**src/rtl/icap_pkg.sv**
```systemverilog
package icap_pkg;
  typedef enum logic {EDGE_RISE = 1'b0, EDGE_FALL = 1'b1} edge_sel_e;
endpackage

```
**src/rtl/icap_sync.sv**
```systemverilog
module icap_sync #(
  parameter int STAGES = 2
) (
  input  logic clk,
  input  logic rst_n,
  input  logic d,
  output logic q
);
  logic [STAGES-1:0] stg;

  always_ff @(posedge clk or negedge rst_n) begin
    if (!rst_n) stg <= '0;
    else begin
      stg[0] <= d;
      for (int i = 1; i < STAGES; i++) stg[i] <= stg[i-1];
    end
  end

  assign q = stg[STAGES-1];


  sync_shift_chk: assert property (@(posedge clk) disable iff (!rst_n)
    q == $past(stg[STAGES-2]));
endmodule

```
**src/rtl/icap_filter.sv**
```systemverilog
module icap_filter #(
  parameter int LEN = 4
) (
  input  logic clk,
  input  logic rst_n,
  input  logic hold,
  input  logic en,
  input  logic din,
  output logic dout
);
  localparam int HIST = LEN - 1;
  logic [HIST-1:0] hist;
  logic            fo;
  logic            all_hi, all_lo;

  assign all_hi = din & (&hist);
  assign all_lo = ~din & ~(|hist);

  always_ff @(posedge clk or negedge rst_n) begin
    if (!rst_n) begin
      hist <= '0;
      fo   <= 1'b0;
    end else if (!hold) begin
      hist[0] <= din;
      for (int i = 1; i < HIST; i++) hist[i] <= hist[i-1];
      if (!en)         fo <= din;
      else if (all_hi) fo <= 1'b1;
      else if (all_lo) fo <= 1'b0;
    end
  end

  assign dout = en ? fo : din;


  filt_agree_chk: assert property (@(posedge clk) disable iff (!rst_n)
    ($past(en) && !$past(hold) && (fo != $past(fo))) |-> (fo ? (&hist) : ~(|hist)));
endmodule

```
**src/rtl/icap_edge.sv**
```systemverilog
module icap_edge
  import icap_pkg::*;
(
  input  logic      clk,
  input  logic      rst_n,
  input  logic      hold,
  input  edge_sel_e sel,
  input  logic      din,
  output logic      evt
);
  logic level, prev_q;

  assign level = din ^ (sel == EDGE_FALL);
  assign evt   = !hold && level && !prev_q;

  always_ff @(posedge clk or negedge rst_n) begin
    if (!rst_n)     prev_q <= 1'b0;
    else if (!hold) prev_q <= level;
  end


  edge_hist_chk: assert property (@(posedge clk) disable iff (!rst_n)
    evt |=> prev_q);
endmodule

```
**src/rtl/icap_unit.sv**
```systemverilog
module icap_unit
  import icap_pkg::*;
#(
  parameter int CNT_W       = 16,
  parameter int SYNC_STAGES = 2,
  parameter int FILT_LEN    = 4
) (
  input  logic             clk,
  input  logic             rst_n,
  input  logic             cap_pin,
  input  logic [CNT_W-1:0] tmr_count,
  input  logic             filt_en,
  input  logic             edge_fall,
  input  logic             top_mode,
  input  logic             flag_clr,
  input  logic             irq_ack,
  input  logic             irq_en,
  output logic [CNT_W-1:0] cap_value,
  output logic             cap_flag,
  output logic             cap_irq
);
  logic      pin_s, det_in, cap_evt;
  edge_sel_e sel;

  assign sel = edge_fall ? EDGE_FALL : EDGE_RISE;

  icap_sync #(.STAGES(SYNC_STAGES)) u_sync (
    .clk(clk), .rst_n(rst_n), .d(cap_pin), .q(pin_s));

  icap_filter #(.LEN(FILT_LEN)) u_filt (
    .clk(clk), .rst_n(rst_n), .hold(top_mode), .en(filt_en),
    .din(pin_s), .dout(det_in));

  icap_edge u_edge (
    .clk(clk), .rst_n(rst_n), .hold(top_mode), .sel(sel),
    .din(det_in), .evt(cap_evt));

  always_ff @(posedge clk or negedge rst_n) begin
    if (!rst_n) begin
      cap_value <= '0;
      cap_flag  <= 1'b0;
    end else if (cap_evt) begin
      cap_value <= tmr_count;
      cap_flag  <= 1'b1;
    end else if (flag_clr || irq_ack) begin
      cap_flag  <= 1'b0;
    end
  end

  assign cap_irq = cap_flag & irq_en;


  cap_stamp_chk: assert property (@(posedge clk) disable iff (!rst_n)
    $rose(cap_flag) |-> cap_value == $past(tmr_count));

  gated_evt_chk: assert property (@(posedge clk) disable iff (!rst_n)
    top_mode |-> !cap_evt);

  w1c_clear_chk: assert property (@(posedge clk) disable iff (!rst_n)
    (flag_clr && !cap_evt) |=> !cap_flag);

  ack_clear_chk: assert property (@(posedge clk) disable iff (!rst_n)
    (irq_ack && !cap_evt) |=> !cap_flag);

  irq_gate_chk: assert property (@(posedge clk) disable iff (!rst_n)
    cap_irq |-> irq_en);
endmodule

```
**config.mk**
```make
export PLATFORM = sky130hd
export DESIGN_NAME = icap_unit
export DESIGN_NICKNAME = d
export VERILOG_FILES = /design/src/rtl/icap_pkg.sv /design/src/rtl/icap_sync.sv /design/src/rtl/icap_filter.sv /design/src/rtl/icap_edge.sv /design/src/rtl/icap_unit.sv
export SDC_FILE = /design/constraint.sdc
export NUM_CORES = 1
export LEC_CHECK = 0
export ABC_AREA = 0
export ABC_CLOCK_PERIOD_IN_PS = 1700
export BUFFER_PORTS_ARGS = -buffer_cell sky130_fd_sc_hd__buf_2
export CAP_MARGIN = 20
export CELL_PAD_IN_SITES_DETAIL_PLACEMENT = 0
export CELL_PAD_IN_SITES_GLOBAL_PLACEMENT = 1
export CORE_UTILIZATION = 34
export CTS_BUF_LIST = sky130_fd_sc_hd__clkbuf_4
export CTS_CLUSTER_SIZE = 28
export DETAILED_ROUTE_END_ITERATION = 12
export PLACE_DENSITY = 0.85
export REMOVE_ABC_BUFFERS = 1
export SYNTH_ARGS = -nofsm -noshare
export SYNTH_HDL_FRONTEND = slang
export SYNTH_SLANG_ARGS = --single-unit
```
**constraint.sdc**
```tcl
create_clock -name clk -period 1.7 [get_ports clk]
set_clock_uncertainty 0.05 [all_clocks]
set_input_delay 0.34 -clock clk [delete_from_list [all_inputs] [get_ports clk]]
set_output_delay 0.34 -clock clk [all_outputs]
set_load 0.005 [all_outputs]
```
# ---- Yosys cells after proc, flatten, opt, wreduce, memory -nomap -nowiden
# Cells that the tools add are included.
dict set report totals {
  reg_bits 24
  input_bits 25
  word_cells 30
}
dict set report op_classes {
  eq_ne 1
  n_mux 7
  n_bitwise 7
  n_reduce_logical 9
}
# operator count
set op_table {}
lappend op_table {{two-way mux 1 bit} 7}
lappend op_table {{AND 1 bit} 3}
lappend op_table {{!= test 3 x 1 -> 1 bit, second input constant} 1}
lappend op_table {{NOT 1 bit} 3}
lappend op_table {{AND reduction 3 bit} 1}
lappend op_table {{OR reduction 3 bit} 1}
lappend op_table {{logical AND 1 bit} 2}
lappend op_table {{zero test 1 bit} 2}
lappend op_table {{AND reduction 2 bit} 1}
lappend op_table {{nonzero test 2 bit} 1}
lappend op_table {{logical OR 1 bit} 1}
lappend op_table {{XOR 1 bit} 1}

# ---- Depth between registers and ports, before layout
# Gate-level depths: netlist (run 1).
dict set report depth {
  ltp_word 6
  mapped_depth 5
  depth_no_buf 3
}

# ---- Hierarchy
# Synthesis (run 1) repeated with hierarchy kept, for this count alone.
dict set report unflattened {
  hier_cells 62
  hier_area_um2 982.2
}
# mod instances cells_per_inst area_each_um2 seq_area_each_um2
set modules_own_cells {}
lappend modules_own_cells {icap_unit 1 38 689.4 425.4}
lappend modules_own_cells {icap_filter 1 17 185.2 100.1}
lappend modules_own_cells {icap_edge 1 5 57.6 25.0}
lappend modules_own_cells {icap_sync 1 2 50.0 50.0}

# ---- Worst setup path after synthesis (run 1)
# OpenSTA, ideal clock, no wires.
dict set report synth_timing {
  path_type {reg2reg}
  from {reg u_sync.stg[1]}
  to {reg cap_value[10]}
  setup_ns 0.125
  arrival_ns 1.534
  t_required_ns 1.525
  path_slack_ns -0.009
  stages_incl_launch_ff 5
  n_path_buf 1
  period_less_slack_ns 1.709
  cell_sequence {dfrtp_1 > mux2i_2 > mux2i_4 > buf_6 > mux2_4}
}
dict set report synth_via {
  elab_chain_len 4
}
# element line
set synth_lines {}
lappend synth_lines {{start, declared} icap_sync.sv:9} ;# logic [STAGES-1:0] stg;
lappend synth_lines {{start signal, assigned} icap_sync.sv:12} ;# if (!rst_n) stg <= '0;
lappend synth_lines {{two-way mux 1 bit} icap_filter.sv:32} ;# assign dout = en ? fo : din;
lappend synth_lines {{XOR 1 bit} icap_edge.sv:13} ;# assign level = din ^ (sel == EDGE_FALL);
lappend synth_lines {{logical AND 1 bit (2 in series)} icap_edge.sv:14} ;# assign evt = !hold && level && !prev_q;
lappend synth_lines {{end signal, assigned} icap_unit.sv:43} ;# cap_value <= tmr_count;
lappend synth_lines {{end, declared} icap_unit.sv:18} ;# output logic [CNT_W-1:0] cap_value,
# Every way passes these cells.
# A chain may end at the register's enable or synchronous reset.

# ---- Worst setup path in the final report (run 1)
dict set report layout_timing {
  from {reg u_sync.stg[1]}
  to {reg cap_value[13]}
}
# The elaborated chain is that of the path after synthesis.

==> results.json, run 1 <==
{
  "path_cells": "mux2i_4 > mux2i_4 > buf_12 > mux2_2",
  "finalNetCount": 137,
  "layout-area-overhead-vs-synth_pct": 34.3,
  "route.antenna.remaining_nets": 0,
  "wl_mm": 1.71,
  "place_congestion": 0.681,
  "outcome": "finished, final reports clean",
  "multi_input_comb_area_sq_um": 380,
  "vias_in_the_first_global_route": 656,
  "p_per_area_nw_per_um2": 1280,
  "yosysWarnings": 0,
  "ir_drop_mv": 0.692,
  "design.die.area_sq_um": 3130,
  "setup_viol_count_final": 0,
  "cp_data_arrival_time_ns": 1.78,
  "p_leak_uw": 0.000680,
  "holdCritPathClass": "input port to flop",
  "tritoncts_clock_tree": "done",
  "tightest_slew_ns": 0.518,
  "power.sequential.fraction_pct": 48.3,
  "die_height_microns": 56.0,
  "met1_usage_pct": 16.2,
  "clkTransAtPathRegs_ns": 0.12,
  "hp-start": "cap_pin",
  "dr.pass1.iters": 2,
  "globalRouteMet2Util_pct": 16.5,
  "via_per_inst": 4.72,
  "grt_util_all_layers_pct": 12.1,
  "finalCritPeriodShare_pct": 95.1,
  "detailedPlacementHpwl_mm": 1.25,
  "timing.critical_path.slowest_cell_delay_ns": 0.44,
  "initial_utilization_pct": 35.9,
  "r2r_start": "u_sync.stg[1]$_DFF_PN0_",
  "layout-drive-gt1-share_pct": 64.0,
  "ff_to_ff_setup_slack_ns": 0.08,
  "highest_delay_cell_along_the_critical_path": "sky130_fd_sc_hd__dfrtp_1",
  "maxClockFrequency_ghz": 0.619,
  "clock_latency_ns": 0.31,
  "clock_tree.buffer_depth": 2,
  "route.vias.total": 670,
  "antenna-diode-count": 0,
  "avgSynthCellArea_sq_um": 15.7,
  "seq_area_frac_synth_pct": 60.6,
  "period_needed_ns": 1.62,
  "p_switching_uw": 423,
  "internal_power_uw": 1280,
  "antenna_violations_before_repair": 0,
  "sequential_cell_area_sq_um": 601,
  "ios": 43,
  "rows": 19,
  "grt_busiest_layer": "met2",
  "synth.lib_cells_used.distinct": 18,
  "h-tree-depth": 1,
  "rsz0062_at_grt": "no",
  "final_max_slew_viol_count": 0,
  "remaining_drc_errors": 0,
  "reg_to_reg_endpoint": "cap_value[13]$_DFFE_PN0P_",
  "synth_cells": 63,
  "layout.core_utilization_pct": 48.3,
  "comb_power_share_pct": 27.7,
  "synth.ff_latch_count": 24,
  "clockRootBuffer": "sky130_fd_sc_hd__clkbuf_4",
  "path_max_fanout": 17,
  "nFillCells": 242,
  "max_cap_viol_count": 0,
  "drt_iter0_drc": 11,
  "clock_sink_count": 24,
  "path_class": "flop to flop",
  "power.share.clock_pct": 24.0,
  "critical_path.startpoint": "u_sync.stg[1]$_DFF_PN0_",
  "synth.cell_area_sq_um": 991,
  "endpoint": "cap_value[13]$_DFFE_PN0P_",
  "tns_ns": 0,
  "die_width_microns": 56.0,
  "critical_path_required_ns": 1.86,
  "grt_first_pass_wirelength_mm": 2.88,
  "worstSetupEndpointType": "flop",
  "cts-buffers-inserted": 3,
  "hold_viol": 0,
  "max-slew-margin-rel_pct": 65.5,
  "worst_setup_path_start_kind": "flop",
  "critPathMostFrequentCell": "sky130_fd_sc_hd__mux2i_4",
  "worst_r2r_path_depth": 4,
  "grtUsageMet3_pct": 3.49,
  "placeableCoreArea_sq_um": 2760,
  "grt_max_degree": 25,
  "grt_overflow": 0,
  "placement.io_buffers": 42,
  "switching_share_pct": 24.8,
  "routed_wl_per_cell_microns": 12.0
}
layout make-up:
type	instances	area share, %
clock buffer	3	1.69
inverter	1	0.282
tap	31	2.91
timing repair buffer	46	19.2
sequential	24	45.1
multi-input combinational	36	28.6
clock inverter	1	2.26
placed cells by master (no fill, tap or decap):
cell type and count:
sky130_fd_sc_hd__dfrtp_1 24, sky130_fd_sc_hd__nor3_2 1, sky130_fd_sc_hd__buf_2 42, sky130_fd_sc_hd__buf_12 1, sky130_fd_sc_hd__a31oi_1 1, sky130_fd_sc_hd__o21ai_0 3
sky130_fd_sc_hd__bufinv_16 1, sky130_fd_sc_hd__nand2b_1 1, sky130_fd_sc_hd__clkbuf_4 3, sky130_fd_sc_hd__dlygate4sd3_1 1, sky130_fd_sc_hd__nor3b_2 1, sky130_fd_sc_hd__nor2_1 1
sky130_fd_sc_hd__and2_1 1, sky130_fd_sc_hd__buf_4 2, sky130_fd_sc_hd__mux2_4 9, sky130_fd_sc_hd__inv_1 1, sky130_fd_sc_hd__o41a_1 1, sky130_fd_sc_hd__xor2_1 1
sky130_fd_sc_hd__nand2_1 5, sky130_fd_sc_hd__mux2i_4 2, sky130_fd_sc_hd__mux2_2 9
state kept, by name, indices dropped and copies added, names as in the netlist:
| register | count |
|---|---|
| u_edge.prev_q | 1 |
| u_filt.fo | 1 |
| cap_value | 16 |
| cap_flag | 1 |
| u_filt.hist | 3 |
| u_sync.stg | 2 |
how the worst min path moves through the flow:
stage                                     end  slack, ns  depth (start not counted)
floorplan                cap_flag$_DFFE_PN0P_     -0.006                          0
global placement      u_sync.stg[1]$_DFF_PN0_       0.28                          0
detailed placement  cap_value[13]$_DFFE_PN0P_       0.30                          1
CTS                   u_sync.stg[0]$_DFF_PN0_       0.06                          1
global route          u_sync.stg[0]$_DFF_PN0_       0.05                          1
finish                u_sync.stg[0]$_DFF_PN0_       0.07                          1
per-layer routing:
layer | vias to the layer above | wire [microns]
met3 | 6 | 157
met2 | 34 | 690
met4 | 0 | 49
met5 | - | 0
li1 | 315 | -
met1 | 315 | 812
metrics by stage:
step / hold slack [ns] / total power, uW / cells / instance area [sq um] / setup WS, ns
final: 0.0707 / 1700 / 142 / 1330 / 0.0835
after global routing: 0.0521 / 1810 / 142 / 1330 / 0.0398
after CTS: 0.0620 / 1720 / 142 / 1320 / 0.00944
after detailed placement: 0.296 / 1310 / 137 / 1260 / -0.0803
after global placement: 0.282 / 1290 / 137 / 1260 / -0.0483
after floorplan: -0.00559 / 1070 / 61 / 976 / -0.122
cells in the mapped netlist:
| library cell | n | share of area, % |
|---|---|---|
| sky130_fd_sc_hd__nor3_2 | 1 | 1.0 |
| sky130_fd_sc_hd__mux2_2 | 9 | 10 |
| sky130_fd_sc_hd__o41a_1 | 1 | 1.1 |
| sky130_fd_sc_hd__nand2_1 | 5 | 1.9 |
| sky130_fd_sc_hd__a31oi_1 | 1 | 0.63 |
| sky130_fd_sc_hd__clkbuf_1 | 1 | 0.38 |
| sky130_fd_sc_hd__nand2b_1 | 1 | 0.63 |
| sky130_fd_sc_hd__mux2_4 | 9 | 14 |
| sky130_fd_sc_hd__inv_1 | 1 | 0.38 |
| sky130_fd_sc_hd__mux2i_2 | 1 | 1.4 |
| sky130_fd_sc_hd__buf_6 | 1 | 1.1 |
| sky130_fd_sc_hd__xor2_1 | 1 | 0.88 |
| sky130_fd_sc_hd__nor2_1 | 1 | 0.38 |
| sky130_fd_sc_hd__o21ai_0 | 3 | 1.5 |
| sky130_fd_sc_hd__mux2i_4 | 1 | 2.3 |
| sky130_fd_sc_hd__dfrtp_1 | 24 | 61 |
| sky130_fd_sc_hd__and2_1 | 1 | 0.63 |
| sky130_fd_sc_hd__nor3b_2 | 1 | 1.3 |
power by group through the flow:
stage          registers (uW)  clock network (uW)  logic [uW]
3_3_place_gp              827                   0         465
3_5_place_dp              831                   0         477
6_report                  824                 409         472
4_1_cts                   825                 421         478
5_1_grt                   846                 445         515
2_1_floorplan             839                   0         232
timing repair:
item,in CTS,in global routing
hold endpoints to repair,24,0
hold buffers,1,0
endpoints found under the setup margin,0,7
gates resized for setup,0,1
buffers inserted,0,0
logic make-up (layout without fill, tap and decap cells):
kind of cell	count (synthesis)	in the layout	synth area share, %
DFF	24	24	60.6
and+or+nand+nor	10	10	5.81
AOI/OAI and AO/OA	5	5	3.28
muxes	20	20	27.5
xor gates and xnor gates	1	1	0.884
buffers and inverters	3	51	1.89
critical path: cells and delay by family, from the launching register on:
kind	cells	cell delay, ns
buf+inv	1	0.19
flops	1	0.44
mux	3	0.83
No activity file was read; power rests on OpenSTA's default activity.
==> inputs of run 2 (changes only) <==
- ABC_CLOCK_PERIOD_IN_PS: 1700 -> 2000
- CORE_ASPECT_RATIO: not set -> 1.25
- CORE_UTILIZATION: 34 -> 41
- GPL_TIMING_DRIVEN: not set -> 0
- PLACE_DENSITY: 0.85 -> 0.94
- clock period: 1.7 -> 2 ns (I/O delays scaled with it)
==> run 2 against run 1 <==
- the run now ends with negative hold slack left
- final area fell by 2.0%
- total power down 16%
- global-route usage grew 3.4 points
- first-iteration DRC count fell by 45%
- clock-buffer cell count unchanged
- routed wire length increased by 6.2%
- setup slack better by 0.18 ns
- core utilization is 10 points higher
- cell count decreased by 1.4%
- clock power down 17%
- critical endpoint is now cap_value[12]$_DFFE_PN0P_
==> results.json, run 2 (same netlist as run 1, synthesis figures left out) <==
{
  "h-tree-depth": 1,
  "vias_in_the_first_global_route": 712,
  "antenna_violations_before_repair": 0,
  "worstSetupEndpointType": "flop",
  "finalCritPeriodShare_pct": 86.6,
  "clock_sink_count": 24,
  "tightest_slew_ns": 0.514,
  "number_of_flip_flops_under_the_largest_register_name": 16,
  "die_height_microns": 57.0,
  "placeableCoreArea_sq_um": 2230,
  "grt_first_pass_wirelength_mm": 2.97,
  "critical_path_required_ns": 2.16,
  "hold_ws_ns": -0.00504,
  "via_per_inst": 4.78,
  "largestRegisters": "cap_value x16, u_filt.hist x3, u_sync.stg x2",
  "maxClockFrequency_ghz": 0.577,
  "grt_max_degree": 25,
  "tns_ns": 0,
  "tritoncts_clock_tree": "done",
  "detailedPlacementHpwl_mm": 1.34,
  "remaining_drc_errors": 0,
  "final-instance-count-excl-fill": 140,
  "period_needed_ns": 1.73,
  "finalNetCount": 135,
  "grt_overflow": 0,
  "hold_viol": 14,
  "layout-drive-gt1-share_pct": 64.2,
  "post_cts_resized": 0,
  "clock_tree.buffer_depth": 2,
  "layout_commonest_cell": "sky130_fd_sc_hd__buf_2",
  "rows": 19,
  "placement.io_buffers": 42,
  "holdCritPathClass": "input port to async pin",
  "highest_delay_cell_along_the_critical_path": "sky130_fd_sc_hd__dfrtp_1",
  "mostFrequentLayoutCells": "sky130_fd_sc_hd__buf_2 (42), sky130_fd_sc_hd__dfrtp_1 (24), sky130_fd_sc_hd__mux2_2 (9), sky130_fd_sc_hd__mux2_4 (9), sky130_fd_sc_hd__nand2_1 (5)",
  "p_leak_uw": 0.000670,
  "p_per_area_nw_per_um2": 1100,
  "grt_util_all_layers_pct": 15.4,
  "max-slew-margin-rel_pct": 65.7,
  "route.vias.total": 669,
  "clock_latency_ns": 0.30,
  "post-place-cells": 134,
  "max_cap_viol_count": 0,
  "path_class": "flop to flop",
  "worst_setup_path_start_kind": "flop",
  "ios": 43,
  "timing.critical_path.slowest_cell_delay_ns": 0.43,
  "routed_wl_per_cell_microns": 13.0,
  "place_congestion": 0.715,
  "failed_checks": "negative hold slack",
  "regMostFlops": "cap_value",
  "setup_viol_count_final": 0,
  "rsz0062_at_grt": "no",
  "clockRootBuffer": "sky130_fd_sc_hd__clkbuf_4",
  "drt_iter0_drc": 6,
  "critical_path.n_buffers_inverters": 1,
  "cp_data_arrival_time_ns": 1.89,
  "dr.pass1.iters": 4,
  "critical-path-top-delay-family": "multiplexers",
  "path_max_fanout": 13,
  "path_cells": "mux2i_2 > mux2i_4 > buf_12 > mux2_2",
  "wl_mm": 1.82,
  "layout-area-overhead-vs-synth_pct": 31.7,
  "antenna-diode-count": 0,
  "final_max_slew_viol_count": 0,
  "cts-buffers-inserted": 3,
  "outcome": "finished with violations",
  "ir_drop_mv": 0.634,
  "clkTransAtPathRegs_ns": 0.13,
  "initial_utilization_pct": 44.3,
  "design.die.area_sq_um": 2620,
  "ff_to_ff_setup_slack_ns": 0.27,
  "die_width_microns": 46.0,
  "route.antenna.remaining_nets": 0
}
[run 2: cell types whose count changed in the layout (fill, tap and decap cells not counted), sizes merged]
cell | before | now
buf | 45 | 44
dlygate4sd3 | 1 | 0
[run 2: metrics by stage]
step / setup WS, ns / cell area (sq um) / utilization [%] / power (uW)
floorplan: 0.122 / 976 / - / 910
global placement: -0.141 / 1220 / 54.8 / 1080
detailed placement: -0.222 / 1220 / 54.8 / 1100
CTS: 0.290 / 1310 / 58.4 / 1460
global route: 0.222 / 1310 / 58.4 / 1530
finish: 0.268 / 1310 / 58.4 / 1440
[run 2: what timing repair did]
action,4_1_cts,5_1_grt
hold buffers,0,0
setup endpoints to repair,7,0
buffers inserted,2,0
[run 2: worst paths after layout]
check,from,cells after the start,end
setup / recovery,u_sync.stg[1]$_DFF_PN0_,4,cap_value[12]$_DFFE_PN0P_
hold / removal,rst_n,1,cap_value[2]$_DFFE_PN0P_
setup reg to reg,u_sync.stg[1]$_DFF_PN0_,4,cap_value[12]$_DFFE_PN0P_
hold reg to reg,u_sync.stg[0]$_DFF_PN0_,0,u_sync.stg[1]$_DFF_PN0_
max in group asynchronous,rst_n,1,u_sync.stg[1]$_DFF_PN0_
min in group clk,cap_pin,1,u_sync.stg[0]$_DFF_PN0_
[run 2: final cells by class]
cell class              instances  area [sq um]
multi-input cells              36           372
inverters                       1          3.75
fillers                       213           930
repair buffers                 44           238
clock buffers                   3          22.5
clock inverters                 1          30.0
well taps                      31          38.8
flip-flops and latches         24           601
[run 2: report_power, final]
group / switching (uW) / leakage, uW / internal (uW)
logic: 141 / 0.000357 / 260
clock network: 136 / 0.0000279 / 202
registers: 76.1 / 0.000285 / 622
[run 2: per-layer routing]
| metal | part of all wire, % | global-route usage, % | vias up |
|---|---|---|---|
| li1 | - | - | 312 |
| met1 | 42 | 19.2 | 331 |
| met2 | 54 | 25.6 | 24 |
| met3 | 3.8 | 2.85 | 2 |
| met4 | 0.66 | 6.30 | 0 |
| met5 | 0 | 0 | - |
==> inputs of run 3 (changes only) <==
==> constraint.sdc (replaced) <==
create_clock -name clk -period 2 [get_ports clk]
set_clock_uncertainty 0.05 [all_clocks]
set_input_delay 0.2 -clock clk [delete_from_list [all_inputs] [get_ports clk]]
set_output_delay 0.2 -clock clk [all_outputs]
set_load 0.005 [all_outputs]
==> run 3 against run 2 <==
- the flow now finishes without violations
- sequential share of layout area decreased by 0.70 points
- first-iteration DRC count unchanged
- routed wire length increased by 3.7%
- combinational power increased by 1%
- maximum frequency increased by 0.20%
- non-clock buffer count increased by 2
- critical path depth unchanged
- sequential cell count unchanged
- final area increased by 1.5%
- via count increased by 1.8%
- largest cell class unchanged
- largest power group unchanged
==> results.json, run 3 (same netlist as run 1, synthesis figures left out) <==
{
  "outcome": "finished, final reports clean",
  "finalCritPeriodShare_pct": 86.4,
  "wl_mm": 1.88,
  "ir_drop_mv": 0.636,
  "die_height_microns": 57.0,
  "hold_viol": 0,
  "initial_utilization_pct": 44.3,
  "route.vias.total": 681,
  "vias_in_the_first_global_route": 717,
  "layout-drive-gt1-share_pct": 63.1,
  "worstSetupEndpointType": "flop",
  "remaining_drc_errors": 0,
  "placement.io_buffers": 42,
  "design.die.area_sq_um": 2620,
  "tightest_slew_ns": 0.516,
  "dr.pass1.iters": 4,
  "finalNetCount": 137,
  "ios": 43,
  "hold_ws_ns": 0.0642,
  "grt_overflow": 0,
  "placeableCoreArea_sq_um": 2230,
  "worst_setup_path_start_kind": "flop",
  "place_congestion": 0.715,
  "detailedPlacementHpwl_mm": 1.34,
  "routed_wl_per_cell_microns": 13.3,
  "max-slew-margin-rel_pct": 65.6,
  "mostFrequentLayoutCells": "sky130_fd_sc_hd__buf_2 (42), sky130_fd_sc_hd__dfrtp_1 (24), sky130_fd_sc_hd__mux2_2 (9), sky130_fd_sc_hd__mux2_4 (9), sky130_fd_sc_hd__nand2_1 (5)",
  "drt_iter0_drc": 6,
  "post-place-cells": 134,
  "period_needed_ns": 1.73,
  "antenna-diode-count": 0,
  "max_cap_viol_count": 0,
  "grt_first_pass_wirelength_mm": 3.07,
  "layout-area-overhead-vs-synth_pct": 33.7,
  "p_leak_uw": 0.000679,
  "layout_commonest_cell": "sky130_fd_sc_hd__buf_2",
  "rows": 19,
  "final-instance-count-excl-fill": 142,
  "rsz0062_at_grt": "no",
  "antenna_violations_before_repair": 0,
  "cts-buffers-inserted": 3,
  "via_per_inst": 4.80,
  "grt_max_degree": 25,
  "clockRootBuffer": "sky130_fd_sc_hd__clkbuf_4",
  "nFillCells": 211,
  "die_width_microns": 46.0,
  "number_of_flip_flops_under_the_largest_register_name": 16,
  "h-tree-depth": 1,
  "holdCritPathClass": "input port to flop",
  "critical_path_required_ns": 2.16,
  "largestRegisters": "cap_value x16, u_filt.hist x3, u_sync.stg x2",
  "route.antenna.remaining_nets": 0,
  "clock_tree.buffer_depth": 2,
  "cp_data_arrival_time_ns": 1.88,
  "clkTransAtPathRegs_ns": 0.13,
  "regMostFlops": "cap_value",
  "path_max_fanout": 13,
  "setup_viol_count_final": 0,
  "grt_util_all_layers_pct": 16.1,
  "tritoncts_clock_tree": "done",
  "path_class": "flop to flop",
  "clock_sink_count": 24,
  "p_per_area_nw_per_um2": 1090,
  "clock_latency_ns": 0.30,
  "maxClockFrequency_ghz": 0.579,
  "final_max_slew_viol_count": 0
}
## run 3: changes by cell type in the layout (fill, tap and decap cells not counted)
cell / change
sky130_fd_sc_hd__dlygate4sd3_1: +2
## run 3: power breakdown
group	switching (uW)	total [uW]	internal, uW	leakage, uW
clock network	135	338	202	0.0000279
registers	77.5	699	622	0.000285
logic	143	406	263	0.000365
total	356	1440	1090	0.000679
## run 3: path summary, 6_finish.rpt
kind                                         startpoint                        end  slack (ns)  cells past startpoint
worst max-delay path            u_sync.stg[1]$_DFF_PN0_  cap_value[12]$_DFFE_PN0P_        0.27                      4
worst min-delay path                       tmr_count[0]   cap_value[0]$_DFFE_PN0P_        0.06                      2
worst max register to register  u_sync.stg[1]$_DFF_PN0_  cap_value[12]$_DFFE_PN0P_        0.27                      4
worst min register to register  u_sync.stg[0]$_DFF_PN0_    u_sync.stg[1]$_DFF_PN0_        0.32                      0
max in group asynchronous                         rst_n    u_sync.stg[1]$_DFF_PN0_        1.21                      2
min in group asynchronous                         rst_n   cap_value[9]$_DFFE_PN0P_        0.34                      2
## run 3: cell type report
cell class | count | area [sq um] | area share [%]
tap | 31 | 38.8 | 2.93
multi-input combinational | 36 | 372 | 28.0
clock inverter | 1 | 30.0 | 2.27
clock buffer | 3 | 22.5 | 1.70
timing repair buffer | 46 | 258 | 19.5
sequential | 24 | 601 | 45.3
inverter | 1 | 3.75 | 0.283
## run 3: worst max-delay path, stage by stage (launching register included)
cell                      delay, ns
sky130_fd_sc_hd__dfrtp_1       0.43
sky130_fd_sc_hd__mux2i_2       0.30
sky130_fd_sc_hd__mux2i_4       0.32
sky130_fd_sc_hd__buf_12        0.18
sky130_fd_sc_hd__mux2_2        0.34
## run 3: routing by layer
metal | vias up | share of wire (%) | global-route usage [%]
li1 | 317 | - | -
met1 | 340 | 41 | 19.9
met2 | 22 | 55 | 27.2
met3 | 2 | 3.3 | 2.85
met4 | 0 | 0.64 | 6.30
met5 | - | 0 | 0
## run 3: per-stage QoR
step                      util (%)  TNS [ns]  total power [uW]  setup slack, ns  cell area, sq um
after floorplan                  -         0               910            0.178               976
after global placement        54.8         0              1080           0.0465              1220
after detailed placement      54.8    -0.240              1100          -0.0462              1220
after CTS                     59.3         0              1460            0.290              1330
after global routing          59.3         0              1530            0.220              1330
final                         59.3         0              1440            0.272              1330
## run 3: what timing repair did
item	4_1_cts	5_1_grt
setup endpoints to repair	7	0
gates resized for setup	0	0
hold buffers	2	0
setup buffers	2	0
hold endpoints to repair	25	0
